<file path="src/rtl/usb_irq_pkg.sv">
package usb_irq_pkg;

   localparam int REG_AW = 4;
   localparam int DEV_W  = 3;

   localparam int DEV_FRAME = 0;
   localparam int DEV_FAST  = 1;
   localparam int DEV_SLOW  = 2;

   typedef enum logic [REG_AW-1:0] {
      RA_EP_STAT   = 4'd0,
      RA_EP_CLR    = 4'd1,
      RA_EP_SET    = 4'd2,
      RA_EP_EN     = 4'd3,
      RA_EP_PRI    = 4'd4,
      RA_DEV_STAT  = 4'd5,
      RA_DEV_CLR   = 4'd6,
      RA_DEV_EN    = 4'd7,
      RA_MODE      = 4'd8,
      RA_SERR_STAT = 4'd9,
      RA_SERR_CLR  = 4'd10,
      RA_SERR_SET  = 4'd11
   } reg_addr_e;

endpackage

</file>
<file path="src/rtl/usb_irq_w1_bank.sv">
module usb_irq_w1_bank #(
   parameter int             W         = 32,
   parameter logic [W-1:0]   IMPL_MASK = '1
) (
   input  logic         clk,
   input  logic         rst_n,
   input  logic [W-1:0] hw_set,
   input  logic [W-1:0] sw_set,
   input  logic [W-1:0] sw_clr,
   output logic [W-1:0] q
);

   if (W < 1) begin : g_bad_w
      $error("usb_irq_w1_bank: W must be at least 1");
   end

   logic [W-1:0] nxt;

   always_comb begin
      nxt = (q & ~sw_clr) | sw_set | hw_set;
      nxt = nxt & IMPL_MASK;
   end

   always_ff @(posedge clk or negedge rst_n) begin
      if (!rst_n) q <= '0;
      else        q <= nxt;
   end

endmodule

</file>
<file path="src/rtl/usb_irq_ep_qual.sv">
module usb_irq_ep_qual #(
   parameter int                NUM_EP   = 32,
   parameter logic [NUM_EP-1:0] ISO_MASK = '0
) (
   input  logic [NUM_EP-1:0] rx_ok,
   input  logic [NUM_EP-1:0] tx_ok,
   input  logic [NUM_EP-1:0] nak,
   input  logic              nak_mode,
   input  logic [NUM_EP-1:0] ep_en,
   output logic [NUM_EP-1:0] ev_set
);

   logic unused_in;
   assign unused_in = ^{rx_ok, tx_ok, nak};

   for (genvar g = 0; g < NUM_EP; g++) begin : g_ep
      if (ISO_MASK[g]) begin : g_iso
         assign ev_set[g] = 1'b0;
      end else if ((g % 2) == 0) begin : g_out
         assign ev_set[g] = rx_ok[g] & ep_en[g];
      end else begin : g_in
         assign ev_set[g] = (tx_ok[g] | (nak[g] & nak_mode)) & ep_en[g];
      end
   end

endmodule

</file>
<file path="src/rtl/usb_irq_frame_div.sv">
module usb_irq_frame_div #(
   parameter int CYCLES = 48000
) (
   input  logic clk,
   input  logic rst_n,
   output logic tick
);

   localparam int CW = (CYCLES > 2) ? $clog2(CYCLES) : 1;
   localparam logic [CW-1:0] LAST = CW'(CYCLES - 1);

   if (CYCLES < 2) begin : g_bad_cycles
      $error("usb_irq_frame_div: CYCLES must be at least 2");
   end

   logic [CW-1:0] cnt;

   assign tick = (cnt == LAST);

   always_ff @(posedge clk or negedge rst_n) begin
      if (!rst_n)    cnt <= '0;
      else if (tick) cnt <= '0;
      else           cnt <= cnt + 1'b1;
   end

endmodule

</file>
<file path="src/rtl/usb_ep_irq_router.sv">
module usb_ep_irq_router
   import usb_irq_pkg::*;
#(
   parameter int                NUM_EP       = 32,
   parameter int                DATA_W       = 32,
   parameter int                FRAME_CYCLES = 48000,
   parameter logic [NUM_EP-1:0] ISO_MASK     = NUM_EP'(32'h0000_00C0),
   parameter int                SERR_FIRST   = 2
) (
   input  logic              clk,
   input  logic              rst_n,
   input  logic [NUM_EP-1:0] ep_rx_ok,
   input  logic [NUM_EP-1:0] ep_tx_ok,
   input  logic [NUM_EP-1:0] ep_nak,
   input  logic              reg_wr,
   input  logic [3:0]        reg_addr,
   input  logic [DATA_W-1:0] reg_wdata,
   output logic [DATA_W-1:0] reg_rdata,
   output logic [2:0]        dev_status,
   output logic              irq_lp
);

   localparam logic [NUM_EP-1:0] SERR_IMPL = {NUM_EP{1'b1}} << SERR_FIRST;

   if (NUM_EP > DATA_W) begin : g_bad_width
      $error("usb_ep_irq_router: NUM_EP must not exceed DATA_W");
   end
   if (NUM_EP < 2) begin : g_bad_ep
      $error("usb_ep_irq_router: at least one OUT and one IN endpoint");
   end
   if (SERR_FIRST < 0 || SERR_FIRST >= NUM_EP) begin : g_bad_serr
      $error("usb_ep_irq_router: SERR_FIRST out of range");
   end

   // register write decode
   logic wr_ep_clr, wr_ep_set, wr_ep_en, wr_ep_pri;
   logic wr_dev_clr, wr_dev_en, wr_mode, wr_serr_clr, wr_serr_set;

   always_comb begin
      wr_ep_clr   = reg_wr && (reg_addr == RA_EP_CLR);
      wr_ep_set   = reg_wr && (reg_addr == RA_EP_SET);
      wr_ep_en    = reg_wr && (reg_addr == RA_EP_EN);
      wr_ep_pri   = reg_wr && (reg_addr == RA_EP_PRI);
      wr_dev_clr  = reg_wr && (reg_addr == RA_DEV_CLR);
      wr_dev_en   = reg_wr && (reg_addr == RA_DEV_EN);
      wr_mode     = reg_wr && (reg_addr == RA_MODE);
      wr_serr_clr = reg_wr && (reg_addr == RA_SERR_CLR);
      wr_serr_set = reg_wr && (reg_addr == RA_SERR_SET);
   end

   logic [NUM_EP-1:0] wd_ep;
   assign wd_ep = reg_wdata[NUM_EP-1:0];

   logic unused_wdata;
   assign unused_wdata = ^reg_wdata;

   // configuration registers
   logic [NUM_EP-1:0] ep_en, ep_pri;
   logic [DEV_W-1:0]  dev_en;
   logic              nak_mode;

   always_ff @(posedge clk or negedge rst_n) begin
      if (!rst_n) begin
         ep_en    <= '0;
         ep_pri   <= '0;
         dev_en   <= '0;
         nak_mode <= 1'b0;
      end else begin
         if (wr_ep_en)  ep_en    <= wd_ep;
         if (wr_ep_pri) ep_pri   <= wd_ep;
         if (wr_dev_en) dev_en   <= reg_wdata[DEV_W-1:0];
         if (wr_mode)   nak_mode <= reg_wdata[0];
      end
   end

   // endpoint event qualification
   logic [NUM_EP-1:0] ep_qual;

   usb_irq_ep_qual #(
      .NUM_EP   (NUM_EP),
      .ISO_MASK (ISO_MASK)
   ) u_qual (
      .rx_ok    (ep_rx_ok),
      .tx_ok    (ep_tx_ok),
      .nak      (ep_nak),
      .nak_mode (nak_mode),
      .ep_en    (ep_en),
      .ev_set   (ep_qual)
   );

   // endpoint status bank
   logic [NUM_EP-1:0] ep_stat, ep_sw_set, ep_sw_clr;
   assign ep_sw_set = wr_ep_set ? wd_ep : '0;
   assign ep_sw_clr = wr_ep_clr ? wd_ep : '0;

   usb_irq_w1_bank #(
      .W         (NUM_EP),
      .IMPL_MASK ({NUM_EP{1'b1}})
   ) u_ep_bank (
      .clk    (clk),
      .rst_n  (rst_n),
      .hw_set (ep_qual),
      .sw_set (ep_sw_set),
      .sw_clr (ep_sw_clr),
      .q      (ep_stat)
   );

   // frame tick and sticky frame bit
   logic frame_tick, frame_q;

   usb_irq_frame_div #(
      .CYCLES (FRAME_CYCLES)
   ) u_frame (
      .clk   (clk),
      .rst_n (rst_n),
      .tick  (frame_tick)
   );

   usb_irq_w1_bank #(
      .W         (1),
      .IMPL_MASK (1'b1)
   ) u_frame_bank (
      .clk    (clk),
      .rst_n  (rst_n),
      .hw_set (frame_tick),
      .sw_set (1'b0),
      .sw_clr (wr_dev_clr & reg_wdata[DEV_FRAME]),
      .q      (frame_q)
   );

   // system-error bank
   logic [NUM_EP-1:0] serr_stat;

   usb_irq_w1_bank #(
      .W         (NUM_EP),
      .IMPL_MASK (SERR_IMPL)
   ) u_serr_bank (
      .clk    (clk),
      .rst_n  (rst_n),
      .hw_set ('0),
      .sw_set (wr_serr_set ? wd_ep : '0),
      .sw_clr (wr_serr_clr ? wd_ep : '0),
      .q      (serr_stat)
   );

   // fast / slow aggregation
   logic [NUM_EP-1:0] pend;
   logic              agg_fast, agg_slow;

   always_comb begin
      pend     = ep_stat & ep_en;
      agg_fast = |(pend & ep_pri);
      agg_slow = |(pend & ~ep_pri);
   end

   always_comb begin
      dev_status            = '0;
      dev_status[DEV_FRAME] = frame_q;
      dev_status[DEV_FAST]  = agg_fast;
      dev_status[DEV_SLOW]  = agg_slow;
   end

   assign irq_lp = |(dev_status & dev_en);

   // read mux
   always_comb begin
      reg_rdata = '0;
      case (reg_addr)
         RA_EP_STAT:   reg_rdata = DATA_W'(ep_stat);
         RA_EP_EN:     reg_rdata = DATA_W'(ep_en);
         RA_EP_PRI:    reg_rdata = DATA_W'(ep_pri);
         RA_DEV_STAT:  reg_rdata = DATA_W'(dev_status);
         RA_DEV_EN:    reg_rdata = DATA_W'(dev_en);
         RA_MODE:      reg_rdata = DATA_W'(nak_mode);
         RA_SERR_STAT: reg_rdata = DATA_W'(serr_stat);
         default:      reg_rdata = '0;
      endcase
   end

endmodule

</file>
<file path="config.mk">
export PLATFORM = sky130hd
export DESIGN_NAME = usb_ep_irq_router
export DESIGN_NICKNAME = d
export VERILOG_FILES = /design/src/rtl/usb_irq_pkg.sv /design/src/rtl/usb_irq_w1_bank.sv /design/src/rtl/usb_irq_ep_qual.sv /design/src/rtl/usb_irq_frame_div.sv /design/src/rtl/usb_ep_irq_router.sv
export SDC_FILE = /design/constraint.sdc
export NUM_CORES = 1
export LEC_CHECK = 0
export ABC_CLOCK_PERIOD_IN_PS = 2470
export CAP_MARGIN = 20
export CORE_MARGIN = 3
export CORE_UTILIZATION = 54
export CTS_CLUSTER_DIAMETER = 50
export DETAILED_ROUTE_END_ITERATION = 10
export PLACE_DENSITY = 0.89
export SLEW_MARGIN = 20
export SYNTH_ARGS = -nofsm -noshare
export SYNTH_HDL_FRONTEND = slang
export SYNTH_SLANG_ARGS = --single-unit
</file>
<file path="constraint.sdc">
create_clock -name clk -period 2.47 [get_ports clk]
set_clock_uncertainty 0.05 [all_clocks]
set_input_delay 0.3705 -clock clk [delete_from_list [all_inputs] [get_ports clk]]
set_output_delay 0.3705 -clock clk [all_outputs]
set_load 0.005 [all_outputs]
</file>
==> run_results.csv <==
group,metric,value,unit
route,viasPerCell,7.35,
worst_setup_path,worstPathRequired,2.05,ns
worst_setup_path,timing.critical_path.to_type,"primary output",
worst_setup_path,critical_path.slowest_cell,"sky130_fd_sc_hd__dfrtp_1",
clock_network,clock_insertion_delay_worst_skew,0.43,ns
power,cellPowerDensity,754,nW/um2
route,drt_drc_violations_left,0,
worst_setup_path,regToRegEndpoint,"u_frame_bank.q$_DFF_PN0_",
worst_setup_path,worst_r2r_path_cells,4,
finish,n_antenna_cell,0,
sta,timing.hold.ws,0.449,ns
min_path,min-delay-path-class,"register to register",
power,internal_power,5.41,mW
worst_setup_path,max_stage_delay,0.46,ns
finish,layout.cells.most_common_list,"sky130_fd_sc_hd__dfrtp_1 (143), sky130_fd_sc_hd__nand2_1 (113), sky130_fd_sc_hd__clkdlybuf4s50_1 (79)",
worst_setup_path,cp_data_arrival_time,2.53,ns
logic_synthesis,synth_area_leader_cell,"sky130_fd_sc_hd__dfrtp_1",
logic_synthesis,async_flop_share,100,%
route,dr.first_iter.drc_count,1390,
outcome,run_status,"complete, but fails checks",
sta,finalCriticalPeriod,2.95,ns
logic_synthesis,sequential_cell_area_fraction_in_the_yosys_report,50.3,%
grt,grtUsageTotal,38.3,%
floorplan,initial_core_util,56.6,%
route,first_pass_iters,9,
place,place.detailed.hpwl,15.1,mm
clock_network,numClockSinks,147,
power,worst_ir_drop_vdd,0.583,mV
floorplan,io_pins,171,
power,switching_fraction_of_total_power,32.7,%
route,detail_route.wirelength,32.0,mm
sta,report.final.setup_viol,10,
clock_network,cts.path.max_buffers,2,
sta,maxSlewHeadroom,50.6,%
power,p_sw,2.63,mW
place,place.detailed.instances,983,
logic_synthesis,post_synth_edffs,0,
worst_setup_path,startpoint,"ep_pri[23]$_DFFE_PN0P_",
sta,count_of_pins_over_their_slew_limit,0,
worst_setup_path,end_point_of_the_critical_path,"irq_lp",
place,io_buffer_count,119,
place,routability_driven_placement_congestion_ratio,0.922,
power,pwr-share-clk,33.6,%
worst_setup_path,crit_cells,7,
worst_setup_path,crit_path_max_fanout,4,
finish,finish.instance_area,10700,um2
power,power.share.sequential,41.9,%
sta,timing.setup.tns,-1.61,ns
logic_synthesis,synth_warnings,0,
worst_setup_path,critical_path.top_delay_family,"simple AND/OR/NAND/NOR gates",
place,dpl_cell_area,9180,um2
power,power.combinational.fraction,24.5,%
finish,most_common_cell_after_layout_fill_and_taps_aside,"sky130_fd_sc_hd__dfrtp_1",
sta,final_hold_violations,0,
logic_synthesis,postSynthRegisterBits,147,
finish,post_route_cells_drive_above_1_share,27.4,%
logic_synthesis,post_synth_instance_area,7310,um2
logic_synthesis,synth.lib_cells_used.distinct,45,
sta,final_min_period_over_clock_period,119,%
sta,layout_setup_ws,-0.477,ns
worst_setup_path,crit_chain,"nand3_1 -> nand4_1 -> nor4_2 -> nand2_1 -> buf_4 -> a221o_1 -> buf_2",
finish,design.final.nets,1029,
grt,grt_pass1_wl,43.2,mm
route,dr_total_vias,7919,
outcome,violations_in_the_final_reports,"setup timing",
floorplan,die_h,122,um
clock_network,clk_pin_slew_worst_paths,0.06,ns
worst_setup_path,setup.worst_path.start_class,"register",
logic_synthesis,syn_area_per_cell,10.7,um2
logic_synthesis,postSynthCellCount,683,
grt,grt-ovfl-total,0,
worst_setup_path,critical_path.n_buffers_inverters,2,
grt,maximum_number_of_pins_on_one_net_before_global_route_repair,69,
clock_network,tritoncts,"yes",
route,detail-route-antenna-nets,0,
logic_synthesis,synth_top_cells_by_area,"sky130_fd_sc_hd__dfrtp_1 (50%), sky130_fd_sc_hd__a22oi_1 (6.3%), sky130_fd_sc_hd__nand2_1 (6.1%)",
worst_setup_path,crit-reg2reg-launch,"u_frame.cnt[0]$_DFF_PN0_",
floorplan,floorplan.die_area,15000,um2
logic_synthesis,synth_nets,819,
sta,max_slew.worst_pin.slew,0.742,ns
sta,highest_clock_rate,339,MHz
clock_network,cts_root_buf,"sky130_fd_sc_hd__clkbuf_16",
finish,area_delta_synth_final,45.9,%
job,drv.max_cap_violation_count,0,
sta,rsz0062_at_grt,"true",
worst_setup_path,rrSetupSlack,0.84,ns
floorplan,fp-row-count,41,
finish,post_layout_nonfiller_instances,1078,
worst_setup_path,setup_cp_type,"register to primary output",
grt,grt_antenna_before_repair,0,
logic_synthesis,synth_flop_cell,"sky130_fd_sc_hd__dfrtp_1",
grt,first_global_vias,7700,
logic_synthesis,netlist.area_leader.share,50.3,%
route,routedWlPerCell,29.7,um
clock_network,number_of_buffers_inserted_during_clock_tree_synthesis,17,
power,static_leak,4.64,nW
floorplan,die-width,122,um
clock_network,h-tree-depth,4,
floorplan,core_area,12900,um2
[layout make-up]
| class | instances | area (um2) |
|---|---|---|
| Clock buffer | 19 | 443 |
| Sequential cell | 147 | 3680 |
| Clock inverter | 13 | 156 |
| Multi-Input combinational cell | 497 | 3700 |
| Tap cell | 172 | 215 |
| Timing Repair Buffer | 230 | 2470 |
| Fill cell | 602 | 2260 |
[worst reg2reg max path, stage by stage, from the launching register on]
cell,delay [ns]
sky130_fd_sc_hd__dfrtp_1,0.38
sky130_fd_sc_hd__ha_1,0.22
sky130_fd_sc_hd__and4_1,0.26
sky130_fd_sc_hd__and4_1,0.48
sky130_fd_sc_hd__nand2b_1,0.17
[routing by layer]
| layer | track usage [%] | wire (um) | up-vias |
|---|---|---|---|
| li1 | - | - | 3005 |
| met1 | 46.7 | 10500 | 3690 |
| met2 | 59.4 | 13900 | 909 |
| met3 | 10.9 | 4610 | 313 |
| met4 | 25.7 | 2930 | 2 |
| met5 | 0 | 73 | - |
[per-stage QoR]
| stage | power (mW) | worst slack [ns] | utilization, % |
|---|---|---|---|
| detailed placement | 4.68 | -0.298 | 71.0 |
| global placement | 4.57 | -0.273 | 71.0 |
| CTS | 7.42 | -0.199 | 80.1 |
| finish | 8.05 | -0.477 | 82.5 |
| floorplan | 3.92 | 0.590 | - |
| global route | 8.19 | -0.483 | 82.5 |
[registers in the layout, summed over array words and instances, names as in the netlist]
name	cells
u_frame.cnt	16
u_ep_bank.q	32
u_frame_bank.q	1
u_serr_bank.q	30
ep_pri	32
dev_en	3
nak_mode	1
ep_en	32
[cell usage after synthesis (all sizes together), types with 2 or more instances]
cell    instances
nand3          37
o22ai          14
nand2b          4
buf            27
nor2b          16
a221o          31
dfrtp         147
o21ai           2
clkbuf         12
a21boi         15
a21oi          16
a22o           32
a22oi          61
nor4            7
and4            3
a21o            2
nor2           18
and3            2
xor2            5
nand4          11
xnor2           8
nor3            7
nand2         121
nand3b          6
and2            2
mux2           68
[what timing repair did]
action | in CTS | in global routing
setup buffers | 41 | 16
hold buffers | 1 | 0
cloned | 7 | 1
gates resized for setup | 79 | 69
hold endpoints to repair | 64 | 0
setup endpoints to repair | 35 | 30
pin swaps | 19 | 18
[kinds of logic (layout without fill, tap and decap cells)]
family,Yosys count,after routing,synth area share [%]
mux,69,69,10.6
flops,147,147,50.3
buf+inv,39,262,2.67
xor+xnor,13,13,1.56
simple gates,237,237,15.7
compound gates,177,177,19.0
fa+ha+maj,1,1,0.171
[power groups by stage]
| stage | clock network (mW) | registers, mW | logic [mW] |
|---|---|---|---|
| 2_1_floorplan | 0 | 3.16 | 0.757 |
| 3_3_place_gp | 0 | 3.23 | 1.34 |
| 3_5_place_dp | 0 | 3.27 | 1.41 |
| 4_1_cts | 2.62 | 3.24 | 1.56 |
| 5_1_grt | 2.79 | 3.38 | 2.01 |
| 6_report | 2.70 | 3.37 | 1.97 |
[worst min-delay path by stage]
stage / slack [ns] / to / startpoint / depth (start not counted)
finish: 0.45 / u_frame.cnt[4]$_DFF_PN0_ / u_frame.cnt[4]$_DFF_PN0_ / 1
global route: 0.46 / u_frame.cnt[4]$_DFF_PN0_ / u_frame.cnt[4]$_DFF_PN0_ / 1
floorplan: 0.02 / dev_en[0]$_DFFE_PN0P_ / rst_n / 0
detailed placement: 0.37 / ep_en[8]$_DFFE_PN0P_ / rst_n / 1
global placement: 0.36 / u_serr_bank.q[8]$_DFF_PN0_ / rst_n / 1
CTS: 0.44 / u_frame.cnt[4]$_DFF_PN0_ / u_frame.cnt[4]$_DFF_PN0_ / 1
No activity file was read; power rests on OpenSTA's default activity.
